### src/rtl/flit_dec_pkg.sv
package flit_dec_pkg;

    typedef enum logic [1:0] {
        INV_NONE = 2'b00,
        INV_EVEN = 2'b01,
        INV_ODD  = 2'b10,
        INV_FULL = 2'b11
    } inv_mode_e;

    localparam int FMT_FLAG  = 0;
    localparam int FMT_QUAD  = 1;

endpackage

### src/rtl/inv_mask_sel.sv
module inv_mask_sel
    import flit_dec_pkg::*;
#(
    parameter int PAYLOAD_W = 8,
    parameter int MODE_FMT  = FMT_QUAD
) (
    input  logic [1:0]           mode_code,
    output logic [PAYLOAD_W-1:0] mask
);

    logic [PAYLOAD_W-1:0] odd_pat;
    logic [PAYLOAD_W-1:0] even_pat;

    for (genvar b = 0; b < PAYLOAD_W; b++) begin : g_pat
        assign odd_pat[b]  = (b % 2) == 1;
        assign even_pat[b] = (b % 2) == 0;
    end

    if (MODE_FMT == FMT_QUAD) begin : g_quad
        inv_mode_e sel;
        assign sel = inv_mode_e'(mode_code);
        always_comb begin
            unique case (sel)
                INV_ODD:  mask = odd_pat;
                INV_EVEN: mask = even_pat;
                INV_FULL: mask = '1;
                default:  mask = '0;
            endcase
        end
    end else begin : g_flag
        logic unused_mode_hi;
        logic unused_even;
        assign unused_mode_hi = mode_code[1];
        assign unused_even    = ^even_pat;
        assign mask = mode_code[0] ? odd_pat : '0;
    end

endmodule

### src/rtl/gray_to_bin.sv
module gray_to_bin #(
    parameter int WIDTH = 8
) (
    input  logic [WIDTH-1:0] gray_in,
    output logic [WIDTH-1:0] bin_out
);

    for (genvar b = 0; b < WIDTH; b++) begin : g_bit
        assign bin_out[b] = ^gray_in[WIDTH-1:b];
    end

endmodule

### src/rtl/link_flit_decoder.sv
module link_flit_decoder
    import flit_dec_pkg::*;
#(
    parameter int PAYLOAD_W = 8,
    parameter int MODE_FMT  = FMT_QUAD
) (
    input  logic                 clk,
    input  logic                 rst_n,
    input  logic                 in_valid,
    input  logic                 in_header,
    input  logic [PAYLOAD_W-1:0] in_payload,
    input  logic [1:0]           in_mode,
    output logic                 out_valid,
    output logic                 out_header,
    output logic [PAYLOAD_W-1:0] out_data
);

    typedef struct packed {
        logic                 valid;
        logic                 header;
        logic [PAYLOAD_W-1:0] data;
    } out_state_t;

    out_state_t state_d;
    out_state_t state_q;

    logic [PAYLOAD_W-1:0] inv_mask;
    logic [PAYLOAD_W-1:0] restored_gray;
    logic [PAYLOAD_W-1:0] recovered_bin;

    inv_mask_sel #(
        .PAYLOAD_W (PAYLOAD_W),
        .MODE_FMT  (MODE_FMT)
    ) u_mask (
        .mode_code (in_mode),
        .mask      (inv_mask)
    );

    assign restored_gray = in_payload ^ inv_mask;

    gray_to_bin #(
        .WIDTH (PAYLOAD_W)
    ) u_g2b (
        .gray_in (restored_gray),
        .bin_out (recovered_bin)
    );

    always_comb begin
        state_d       = state_q;
        state_d.valid = in_valid;
        if (in_valid) begin
            state_d.header = in_header;
            state_d.data   = in_header ? in_payload : recovered_bin;
        end
    end

    always_ff @(posedge clk) begin
        if (!rst_n) begin
            state_q <= '0;
        end else begin
            state_q <= state_d;
        end
    end

    assign out_valid  = state_q.valid;
    assign out_header = state_q.header;
    assign out_data   = state_q.data;

endmodule

### config.mk
export PLATFORM = sky130hd
export DESIGN_NAME = link_flit_decoder
export DESIGN_NICKNAME = d
export VERILOG_FILES = /design/src/rtl/flit_dec_pkg.sv /design/src/rtl/inv_mask_sel.sv /design/src/rtl/gray_to_bin.sv /design/src/rtl/link_flit_decoder.sv
export SDC_FILE = /design/constraint.sdc
export NUM_CORES = 1
export LEC_CHECK = 0
export CORE_MARGIN = 2
export CORE_UTILIZATION = 35
export DETAILED_ROUTE_END_ITERATION = 12
export DONT_BUFFER_PORTS = 1
export SYNTH_ARGS = -nofsm -noshare
export SYNTH_HDL_FRONTEND = slang
export SYNTH_SLANG_ARGS = --single-unit
### constraint.sdc
create_clock -name clk -period 1.8 [get_ports clk]
set_input_delay 0.18 -clock clk [delete_from_list [all_inputs] [get_ports clk]]
set_output_delay 0.18 -clock clk [all_outputs]
set_load 0.01 [all_outputs]
==> impl_metrics.py <==
metrics = {
    "timing": {
        "worstMarginPinSlew_ns": 0.2875,
        "maxSlewHeadroom_pct": 80.70,
        "min_period_ns": 1.160,
        "finalClockSkew_ns": 0,
        "final.setup.tns_ns": 0,
        "hold_viol_final": 0,
        "rsz0062_at_grt": "false",
        "finalCritPeriodShare_pct": 64.46,
        "finalMaxSlewViolations": 0,
        "clock.fmax_mhz": 861.9,
        "setup_violations": 0,
    },
    "global_routing": {
        "grt_pass1_vias": 400,
        "grt_use_total_pct": 12.10,
        "antenna_found_initial": 0,
        "grt_max_degree": 19,
        "grt_overflow": 0,
        "grt_first_pass_wirelength_um": 1842,
    },
    "cells_and_area": {
        "drive_gt1_share_pct": 8.197,
        "n_antenna_cell": 0,
        "area_growth_pct": 9.570,
        "final_util_pct": 40.65,
        "layout.nets": 76,
    },
    "power": {
        "power_mw": 0.6038,
        "clkPwrFrac_pct": 32.4,
        "seqPwrFrac_pct": 43.7,
        "vdd_drop_max_mv": 0.3289,
        "p_comb_share_pct": 24.0,
        "switching_power_mw": 0.1451,
        "swShare_pct": 24.03,
        "p_int_mw": 0.4587,
        "powerDensity_mw_per_mm2": 860.2,
        "leakage_nw": 0.2970,
    },
    "detailed_routing": {
        "postRouteAntennaNets": 0,
        "num_vias": 411,
        "wl_per_cell_um": 13.83,
        "wirelength_um": 1189,
        "drtIter0Drc": 3,
        "vias_per_cell": 4.779,
        "firstDrtPassIters": 5,
        "drcViolationCount": 0,
    },
    "clock_network": {
        "post_cts_buffers": 0,
        "cts_buffers": 3,
        "cts_tree": "built",
        "clkLatencyLatePin_ns": 0.25,
        "path_clk_slew_ns": 0.07,
        "cts_sinks": 10,
        "clock_path_buffers": 2,
        "htreeDepth": 1,
        "root_buffer": "clkbuf_4",
    },
    "die": {
        "design.core.area_mm2": 0.001727,
        "ioPinCount": 24,
        "die_w_um": 46.78,
        "start_util_pct": 37.10,
        "fp.dieH_um": 46.78,
        "die-area_mm2": 0.002188,
        "rows": 15,
    },
    "min_path": {
        "holdPathEnd": "out_data[6]",
        "hp-start": "in_valid",
        "min_path_cells": 1,
        "hold_class": "in2reg",
    },
    "setup_path": {
        "cp_slowest_cell": "xnor3_1",
        "cp_max_fo": 3,
        "rr_worst_depth": 3,
        "cp.arrival_ns": 1.30,
        "rr_startpoint": "out_data[2]",
        "startpoint_type": "primary input",
        "crit_chain": "xnor2_1 -> xnor3_1 -> xnor3_1 -> o2bb2ai_1",
        "worstSetupStartpoint": "in_payload[5]",
        "cpMostUsedCell": "xnor3_1",
        "crit_type": "in2reg",
        "r2r_setup_slack_ns": 1.00,
        "crit_path_max_incr_delay_ns": 0.52,
        "cp.required_ns": 1.94,
        "rr_endpoint": "out_data[2]",
        "end_kind": "register",
    },
    "logic_synthesis": {
        "syn_inst": 60,
        "ys_types": 18,
        "yosysTopAreaCellShare_pct": 31.25,
        "synthTopCellsByArea": "dfxtp_1 31%, xnor3_1 21%, xnor2_1 9.6%",
        "yosys_warnings": 0,
        "synth.avg_cell_area_um2": 10.68,
        "synth_seq_cells": 10,
        "syn_nets": 74,
        "yosys.area.top_type": "dfxtp_1",
        "mappedNetlistArea_um2": 640.6,
        "ys_seq_area_share_pct": 31.25,
    },
    "run_status": {
        "status": "completed",
    },
    "place": {
        "port_buffers": 0,
        "finalWeightedCongestion": 0.7420,
        "hpwl_um": 927.5,
    },
    "flow_run": {
        "maxCapViolCount": 0,
    },
}
-- worst max path at each step --
stage	slack, ns	end	cells after the start
2_1_floorplan	0.47	out_data[0]	5
3_3_place_gp	0.39	out_data[0]	4
3_5_place_dp	0.37	out_data[0]	4
4_1_cts	0.63	out_data[0]	4
5_1_grt	0.60	out_data[0]	4
6_report	0.64	out_data[0]	4
-- registers in the layout, summed over array words and instances, names as in the netlist --
register    flops
out_data        8
out_header      1
out_valid       1
-- cells in the mapped netlist --
cell type  count
o2bb2ai_1      3
xnor2_1        7
inv_1          1
nor2_1         8
nor2b_1        5
a211oi_1       4
and2_1         1
or3_1          1
a31oi_1        4
o21ai_0        2
clkbuf_1       3
xnor3_1        6
xor2_2         1
dfxtp_1       10
xor2_1         1
buf_2          1
mux2i_1        1
xor3_1         1
-- metal layers --
layer | wire length [µm] | track usage, %
met3 | 97 | 5.000
met2 | 559 | 18.36
met5 | 0 | 0
met4 | 18 | 5.000
met1 | 514 | 15.27
-- critical path, delay by kind of cell --
kind,cells,cell delay (ns)
XOR/XNOR,3,0.99
AO/OA/AOI/OAI,1,0.13
-- placed cells by master (no fill, tap or decap) --
| cell type | count |
|---|---|
| clkbuf_8 | 1 |
| nor2_1 | 8 |
| o21ai_0 | 2 |
| or3_1 | 1 |
| dfxtp_1 | 10 |
| xor2_2 | 1 |
| and2_1 | 1 |
| inv_1 | 1 |
| o2bb2ai_1 | 3 |
| mux2i_1 | 1 |
| xnor2_1 | 7 |
| xnor3_1 | 6 |
| xor2_1 | 1 |
| clkbuf_4 | 3 |
| a211oi_1 | 4 |
| a31oi_1 | 4 |
| dlygate4sd3_1 | 1 |
| nor2b_1 | 5 |
| xor3_1 | 1 |
-- power by group through the flow --
| stage | Sequential, mW | Clock (mW) | Combinational, mW |
|---|---|---|---|
| 2_1_floorplan | 0.265 | 0 | 0.137 |
| 3_3_place_gp | 0.269 | 0 | 0.140 |
| 3_5_place_dp | 0.269 | 0 | 0.142 |
| 4_1_cts | 0.264 | 0.203 | 0.145 |
| 5_1_grt | 0.267 | 0.218 | 0.159 |
| 6_report | 0.264 | 0.196 | 0.145 |
-- what timing repair did --
action / in CTS / in global routing
gates resized for setup: 0 / 0
hold endpoints to repair: 0 / 2
hold buffers: 0 / 1
-- logic make-up (layout without fill, tap and decap cells) --
family / after synthesis / count (layout) / synth area share (%)
DFF: 10 / 10 / 31.25
and+or+nand+nor: 15 / 15 / 11.52
AOI/OAI and AO/OA: 13 / 13 / 14.26
buffers and inverters: 5 / 6 / 3.124
xor gates and xnor gates: 16 / 16 / 38.28
muxes: 1 / 1 / 1.563
-- metrics by stage --
stage	hold WS [ns]	setup slack [ns]	instances	cell area [µm²]
final	0.01430	0.6398	86	701.9
after global routing	0.003740	0.5969	86	701.9
after CTS	0.003991	0.6320	85	691.9
after detailed placement	0.2808	0.3662	81	655.6
after global placement	0.2781	0.3946	81	655.6
after floorplan	0.3183	0.4711	60	640.6
-- final cells by class --
class | count | area (µm²)
fill | 182 | 1025
sequential | 10 | 200.2
inverter | 1 | 3.754
multi-input combinational | 45 | 420.4
clock buffer | 4 | 36.28
timing repair buffer | 1 | 10.01
tap | 25 | 31.28
Note: power is estimated with default switching activity, not from simulation.
